--- src/rtl/clas_pkg.sv ---
package clas_pkg;
   localparam int unsigned CLAS_MAX_W = 8;

   typedef struct packed {
      logic gen;
      logic prop;
   } clas_grp_t;
endpackage

--- src/rtl/clas_bitterms.sv ---
module clas_bitterms #(
   parameter int unsigned W = 4
) (
   input  logic [W-1:0] a,
   input  logic [W-1:0] b,
   output logic [W-1:0] gen,
   output logic [W-1:0] prop,
   output logic [W-1:0] half
);
   for (genvar i = 0; i < W; i++) begin : g_bit
      assign gen[i]  = a[i] & b[i];
      assign prop[i] = a[i] | b[i];
      assign half[i] = a[i] ^ b[i];
   end
endmodule

--- src/rtl/clas_carry_net.sv ---
module clas_carry_net #(
   parameter int unsigned W = 4
) (
   input  logic [W-1:0] gen,
   input  logic [W-1:0] prop,
   input  logic         cin,
   output logic [W-1:0] carry
);
   assign carry[0] = cin;

   for (genvar i = 1; i < W; i++) begin : g_carry
      always_comb begin
         logic acc;
         logic term;
         acc = 1'b0;
         for (int j = 0; j < i; j++) begin
            term = gen[j];
            for (int k = j + 1; k < i; k++) term = term & prop[k];
            acc = acc | term;
         end
         term = cin;
         for (int k = 0; k < i; k++) term = term & prop[k];
         carry[i] = acc | term;
      end
   end
endmodule

--- src/rtl/clas_group.sv ---
module clas_group
   import clas_pkg::*;
#(
   parameter int unsigned W = 4
) (
   input  logic [W-1:0] gen,
   input  logic [W-1:0] prop,
   output clas_grp_t    grp
);
   always_comb begin
      logic acc;
      logic term;
      acc = 1'b0;
      for (int j = 0; j < W; j++) begin
         term = gen[j];
         for (int k = j + 1; k < W; k++) term = term & prop[k];
         acc = acc | term;
      end
      grp.gen  = acc;
      grp.prop = &prop;
   end
endmodule

--- src/rtl/clas_slice.sv ---
module clas_slice
   import clas_pkg::*;
#(
   parameter int unsigned SLICE_W = 4
) (
   input  logic [SLICE_W-1:0] op_a,
   input  logic [SLICE_W-1:0] op_b,
   input  logic               carry_in,
   output logic [SLICE_W-1:0] sum_out,
   output logic               grp_prop,
   output logic               grp_gen
);
   if (SLICE_W < 1 || SLICE_W > CLAS_MAX_W) begin : g_bad_width
      $error("clas_slice: SLICE_W out of range");
   end

   logic [SLICE_W-1:0] bit_gen;
   logic [SLICE_W-1:0] bit_prop;
   logic [SLICE_W-1:0] bit_half;
   logic [SLICE_W-1:0] bit_carry;
   clas_grp_t          grp;

   clas_bitterms #(.W(SLICE_W)) u_terms (
      .a    (op_a),
      .b    (op_b),
      .gen  (bit_gen),
      .prop (bit_prop),
      .half (bit_half)
   );

   clas_carry_net #(.W(SLICE_W)) u_carry (
      .gen   (bit_gen),
      .prop  (bit_prop),
      .cin   (carry_in),
      .carry (bit_carry)
   );

   clas_group #(.W(SLICE_W)) u_group (
      .gen  (bit_gen),
      .prop (bit_prop),
      .grp  (grp)
   );

   assign sum_out  = bit_half ^ bit_carry;
   assign grp_prop = grp.prop;
   assign grp_gen  = grp.gen;
endmodule

--- config.mk ---
export PLATFORM = sky130hd
export DESIGN_NAME = clas_slice
export DESIGN_NICKNAME = d
export VERILOG_FILES = /design/src/rtl/clas_pkg.sv /design/src/rtl/clas_bitterms.sv /design/src/rtl/clas_carry_net.sv /design/src/rtl/clas_group.sv /design/src/rtl/clas_slice.sv
export SDC_FILE = /design/constraint.sdc
export NUM_CORES = 1
export LEC_CHECK = 0
export BUFFER_PORTS_ARGS = -buffer_cell sky130_fd_sc_hd__buf_2
export CAP_MARGIN = 10
export CORE_AREA = 2 2 39 41
export DETAILED_ROUTE_END_ITERATION = 8
export DIE_AREA = 0 0 41 43
export PLACE_DENSITY = 0.42
export SYNTH_ARGS = -nofsm -noshare
export SYNTH_HDL_FRONTEND = slang
export SYNTH_SLANG_ARGS = --single-unit
export TNS_END_PERCENT = 10
--- constraint.sdc ---
create_clock -name vclk -period 1.1
set_input_delay 0.055 -clock vclk [all_inputs]
set_output_delay 0.055 -clock vclk [all_outputs]
set_load 0.005 [all_outputs]
**Word level (Yosys, flattened, before mapping)**

Index checks and enable logic that the tools add are counted.

- Register bits: 0
- Bits of input ports: 9
- Output and inout bits: 6
- Word-level logic and storage cells: 32

- Bitwise logic cells: 31
- Reduce and logical (&&, ||, !) cells: 1

Operators with widths:

| cell | count |
|---|---|
| AND 1 bit | 13 |
| bitwise OR 1 bit | 13 |
| AND reduction 4 bit | 1 |
| bitwise XOR 1 bit | 4 |
| bitwise XOR 4 bit | 1 |

**Logic depth before layout (Yosys ltp)**

Gate-level depths: netlist of run 1.

- Depth in word-level cells: 7
- Gate-level depth with buffers: 5
- Mapped depth without buffers: 5

**Cells and area by module**

Synthesis of run 1 repeated with hierarchy kept, for this count alone.

- Cell total of the unflattened synthesis: 34
- Area, all modules: 246.5 sq um

Modules (own cells, without submodules):

| module | times used | cells an instance | area each (sq um) | sequential area each (sq um) |
|---|---|---|---|---|
| clas_bitterms | 1 | 20 | 145.1 | 0.0 |
| clas_carry_net | 1 | 5 | 38.8 | 0.0 |
| clas_slice | 1 | 4 | 35.0 | 0.0 |
| clas_group | 1 | 5 | 27.5 | 0.0 |

**Worst setup path before layout of run 1**

Ideal clock, no wire load.

- Path type: input port to output port
- Start: in op_a[0]
- End: out sum_out[3]
- Data arrival time: 1.023 ns
- Data required time: 1.045 ns
- Path slack: 0.022 ns
- Cell stages on the path: 5
- Buffers on the path: 0
- Cells stage by stage: inv_1 > ha_1 > or2b_1 > a211o_1 > a211oi_1

- Cells in the longest elaborated chain, start to end: 7
- Elaborated cells between the ends (all ways): 11
- Classes of those cells: bitwise: 11

RTL lines:

| what | RTL line | source |
|---|---|---|
| from (decl) | clas_slice.sv:6 | `input logic [SLICE_W-1:0] op_a,` |
| AND 1 bit | clas_bitterms.sv:11 | `assign gen[i] = a[i] & b[i];` |
| AND 1 bit (2 in series) | clas_carry_net.sv:18 | `for (int k = j + 1; k < i; k++) term = term & prop[k];` |
| bitwise OR 1 bit (2 in series) | clas_carry_net.sv:19 | `acc = acc \| term;` |
| bitwise OR 1 bit * | clas_carry_net.sv:23 | `carry[i] = acc \| term;` |
| bitwise XOR 4 bit * | clas_slice.sv:44 | `assign sum_out = bit_half ^ bit_carry;` |
| to (decl) | clas_slice.sv:9 | `output logic [SLICE_W-1:0] sum_out,` |

Mark *: on every way between the ends. The rest lies on a longest branch, timed or not.

**Final worst setup path of run 1**

- Start: in op_b[0]
- End: out sum_out[3]

- Cells in the longest elaborated chain, start to end: 7
- Elaborated cells between the ends (all ways): 11
- Classes of those cells: bitwise: 11

RTL lines:

| what | RTL line | source |
|---|---|---|
| from (decl) | clas_slice.sv:7 | `input logic [SLICE_W-1:0] op_b,` |
| AND 1 bit | clas_bitterms.sv:11 |  |
| AND 1 bit (2 in series) | clas_carry_net.sv:18 |  |
| bitwise OR 1 bit (2 in series) | clas_carry_net.sv:19 |  |
| bitwise OR 1 bit * | clas_carry_net.sv:23 |  |
| bitwise XOR 4 bit * | clas_slice.sv:44 |  |

Marks and branches as above.

==> metrics.md, run 1 <==
| Metric | Value |
|---|---|
| GRT Total Usage | 0.0701 |
| Mapped Area | 278 µm² |
| Post-DRT Antenna Nets | 0 |
| Sequential area share after synthesis | 0 |
| Slowest CP cell | a211o_1 |
| VDD IR max | 0.158 mV |
| Synth cell types | 17 |
| Period utilisation layout | 1.10 |
| Total Power | 0.210 mW |
| Setup Viol. Count Final | 3 |
| Total gr overflow | 0 |
| Most used cells in the layout excluding fill and tap cells | buf_2 (13), inv_1 (11), buf_4 (11) |
| Initial antenna violation count | 0 |
| FF+latch count | 0 |
| DPL Wire Length | 538 µm |
| Cell Area, Placed | 433 µm² |
| Area Overhead vs Synth | 90.5% |
| Routed wire length | 615 µm |
| Final hold viol count | 0 |
| Via count | 340 |
| # rows | 14 |
| Core area | 0.00138 mm² |
| Vias in the first global route | 257 |
| Slowest stage delay, CP | 0.28 ns |
| Crit Path Max Fanout | 3 |
| Fin worst setup slack | -0.113 ns |
| Hold path depth | 4 |
| DRC Markers | 0 |
| Hold/Removal Path Class | input pin to primary output |
| Max Clk Rate | 824 MHz |
| Min Tclk post-route | 1.21 ns |
| Iteration-0 DRC Markers | 0 |
| Port bufs | 15 |
| Crit path kind | input pin to primary output |
| Status | finished with violations |
| Final-layout clock buffer total | 0 |
| Startpoint Class | input pin |
| Pin count of the biggest net entering global routing | 5 |
| Share of cells above drive strength 1 | 0.538 |
| Register area | 0 µm² |
| Max Cap Violations | 0 |
| Worst-Margin Slew | 0.305 ns |
| Ant. Diodes | 0 |
| Design Area, Final | 529 µm² |
| Worst setup EP type | primary output |
| Syn Nets | 57 |
| Global-route wire length before repair | 931 µm |
| Initial Util | 0.201 |
| I/O pin cnt | 15 |
| WL/cell | 7.59 µm |
| RePlAce Congestion | 0.641 |
| Worst-path cell chain | buf_8 > inv_6 > ha_4 > or2b_1 > a211o_1 > a211oi_2 > buf_2 |
| Cell count after synthesis | 39 |
| Worst Path Required | 1.04 ns |
| Syn. warnings | 0 |
| Max Slew Vio Count | 0 |
| Nets | 85 |
| First-pass DRT Iterations | 1 |
| P_leak | 0.296 nW |
| Chip width | 41 µm |
| Crit path DAT | 1.16 ns |
| Die Footprint | 0.00176 mm² |
| Power Density | 398 mW/mm² |
| Most common cell after layout, fill and taps aside | buf_2 |
| # fillers | 144 |
| DR vias/cell | 4.20 |
| Syn_area_per_cell | 7.12 µm² |
| Die H | 43 µm |
| Unrepaired setup endpoints after global routing | yes |
| Failing checks | negative setup slack |
| Relative slew margins | 0.796 |
[worst max-delay path, delay by kind of cell]
family          cells  cell delay, ns
simple gates        1            0.26
buf+inv             3            0.25
compound gates      2            0.45
fa+ha+maj           1            0.14
[path summary, 6_finish.rpt]
path                  startpoint          to  slack, ns
worst min-delay path     op_a[3]     grp_gen       0.54
worst max-delay path     op_b[0]  sum_out[3]      -0.11
[where the power goes]
group	leakage (nW)	internal, mW	switching, mW	total, mW
clock network	0	0	0	0
registers	0	0	0	0
logic	0.296	0.119	0.0914	0.210
total	0.296	0.119	0.0914	0.210
[layout make-up]
class	instances	area, µm²	share of cell area
multi-input cells	25	269	0.508
repair buffers	26	178	0.336
inverters	14	62.6	0.118
well taps	16	20.0	0.0378
[what timing repair did]
action / in CTS / in global routing
pin swaps: 4 / 5
buffers inserted: 2 / 2
endpoints found under the setup margin: 3 / 3
gates resized for setup: 19 / 2
hold buffers: 0 / 0
hold endpoints to repair: 0 / 0
[synth_stat cells]
master	count	area, µm²
or2b_1	1	7.51
fa_1	1	20.0
nor2b_1	1	6.26
ha_1	8	100
a221o_1	1	10.0
o21ai_0	1	5.00
xor2_1	1	8.76
a211o_1	1	8.76
a211oi_1	1	7.51
a2111oi_0	1	8.76
o31ai_1	1	7.51
a21oi_1	1	5.00
inv_1	14	52.6
nand2_1	1	3.75
xnor2_1	1	8.76
nor4_1	1	6.26
nor2_1	3	11.3
[metal layers]
metal  track usage  routed length [µm]  vias to the layer above
met4             0                   0                        0
li1              -                   -                      176
met5             0                   0                        -
met1        0.0828                 233                      154
met2         0.134                 339                       10
met3       0.00524                  41                        0
[kinds of logic after synthesis]
logic type / count (synthesis) / share of synthesized area
and+or+nand+nor: 7 / 0.126
buffers and inverters: 14 / 0.189
xor gates and xnor gates: 2 / 0.0631
AOI/OAI and AO/OA: 7 / 0.189
adders and majority gates: 9 / 0.432
[through the flow]
step	setup WS [ns]	utilization	cells	TNS, ns	hold WS (ns)
after floorplan	0.0218	-	39	0	0.332
after global placement	-0.237	0.313	78	-0.306	0.544
after detailed placement	-0.236	0.313	78	-0.297	0.540
after CTS	-0.193	0.373	80	-0.263	0.541
after global routing	-0.157	0.382	81	-0.328	0.581
final	-0.113	0.382	81	-0.200	0.536
No activity file was read; power rests on OpenSTA's default activity.
==> run 2: changes to the inputs <==
--- a/config.mk
+++ b/config.mk
@@ -13,2 +13,3 @@
 export PLACE_DENSITY = 0.42
+export SKIP_LAST_GASP = 1
 export SYNTH_ARGS = -nofsm -noshare
==> constraint.sdc (replaced) <==
create_clock -name vclk -period 1.1
set_input_delay 0.055 -clock vclk [all_inputs]
set_output_delay 0.055 -clock vclk [all_outputs]
set_load 0.01 [all_outputs]
==> metrics.md, run 2 (same netlist as run 1, synthesis figures left out) <==
| Metric | Value |
|---|---|
| Worst-Margin Slew | 0.301 ns |
| Vias in the first global route | 252 |
| DRC Markers | 0 |
| Final-layout clock buffer total | 0 |
| First-pass DRT Iterations | 4 |
| Max Cap Violations | 0 |
| Via count | 324 |
| Die Footprint | 0.00176 mm² |
| Min Tclk post-route | 1.22 ns |
| FF+latch count | 0 |
| Fin worst setup slack | -0.121 ns |
| DPL Wire Length | 565 µm |
| Failing checks | negative setup slack |
| Worst-path cell chain | buf_8 > inv_8 > ha_4 > or2b_1 > a211o_1 > a211oi_2 > buf_2 |
| Crit Path Max Fanout | 3 |
| Initial Util | 0.201 |
| Fin Setup TNS | -0.283 ns |
| Most common cell after layout, fill and taps aside | buf_2 |
| Worst Path Required | 1.04 ns |
| Total gr overflow | 0 |
| Placed insts | 79 |
| Routed wire length | 579 µm |
| Power Density | 421 mW/mm² |
| Initial antenna violation count | 0 |
| Pin count of the biggest net entering global routing | 6 |
| Area Overhead vs Synth | 85.1% |
| # rows | 14 |
| Hold/Removal Path Class | input pin to primary output |
| Share of cells above drive strength 1 | 0.477 |
| Post-DRT Antenna Nets | 0 |
| Setup Viol. Count Final | 5 |
| WL/cell | 7.15 µm |
| I/O pin cnt | 15 |
| Unrepaired setup endpoints after global routing | yes |
| Hold Startpoint | op_b[3] |
| Iteration-0 DRC Markers | 3 |
| P_leak | 0.296 nW |
| Ant. Diodes | 0 |
| Crit path DAT | 1.17 ns |
| VDD IR max | 0.102 mV |
| Slowest CP cell | a211o_1 |
| RePlAce Congestion | 0.642 |
| Global-route wire length before repair | 931 µm |
| CP bufs+invs | 3 |
| DR vias/cell | 4.00 |
| # fillers | 166 |
| Core area | 0.00138 mm² |
| CTS Hold Buffers Added | 0 |
| Period utilisation layout | 1.11 |
| Hold path depth | 4 |
| Worst hold slack | 0.555 ns |
| Status | finished with violations |
| Max Slew Vio Count | 0 |
| GRT Total Usage | 0.0701 |
| Slowest stage delay, CP | 0.28 ns |
| Most used cells in the layout excluding fill and tap cells | buf_2 (13), inv_1 (12), buf_4 (11) |
| Nets | 85 |
| Max Clk Rate | 819 MHz |
| Chip width | 41 µm |
| Crit path kind | input pin to primary output |
| Post-route insts no fill | 81 |
| Register area | 0 µm² |
| Worst setup EP type | primary output |
| Layout Utilization | 0.372 |
| Startpoint Class | input pin |
| Relative slew margins | 0.799 |
| Hold endpoint | grp_gen |
| Final hold viol count | 0 |
| Port bufs | 15 |
| Die H | 43 µm |
| CP delay by family, top | compound AO/OA/AOI/OAI gates |
==> run 2: tightest hold or removal path: cells and delay by family <==
family	cells	cell delay, ns
fa+ha+maj	1	0.14
buf+inv	2	0.21
compound gates	1	0.10
==> run 2: area by class of cell <==
type	count	area, µm²	share of cell area
Inverter	14	67.6	0.131
Multi-Input combinational cell	25	249	0.484
Timing Repair Buffer	26	178	0.345
Tap cell	16	20.0	0.0389
==> run 2: what timing repair did <==
| action | CTS | global route |
|---|---|---|
| buffers inserted | 2 | 0 |
| pin swaps | 2 | 0 |
| gates resized for setup | 6 | 0 |
| endpoints found under the setup margin | 5 | 6 |
==> run 2: metal layers <==
metal / vias up / GRT usage / wire [µm]
li1: 176 / - / -
met1: 142 / 0.0987 / 265
met2: 6 / 0.122 / 290
met3: 0 / 0 / 23
met4: 0 / 0 / 0
met5: - / 0 / 0
==> run 2: through the flow <==
stage	power (mW)	instance area [µm²]	worst slack (ns)
floorplan	0.116	317	0.000529
global placement	0.207	479	-0.258
detailed placement	0.208	479	-0.275
CTS	0.222	514	-0.133
global route	0.244	514	-0.193
finish	0.216	514	-0.121
==> run 2: where the power goes <==
group | internal (mW) | switching [mW]
clock | 0 | 0
sequential | 0 | 0
combinational | 0.116 | 0.100
total | 0.116 | 0.100
==> run 2: worst max path at each step <==
stage | from | endpoint | slack, ns | depth (start not counted)
3_3_place_gp | op_a[0] | sum_out[3] | -0.26 | 7
4_1_cts | op_b[0] | sum_out[3] | -0.13 | 7
3_5_place_dp | op_a[0] | sum_out[3] | -0.27 | 7
6_report | op_b[0] | sum_out[3] | -0.12 | 7
2_1_floorplan | op_b[0] | sum_out[3] | 0.0005 | 5
5_1_grt | op_b[0] | sum_out[3] | -0.19 | 7
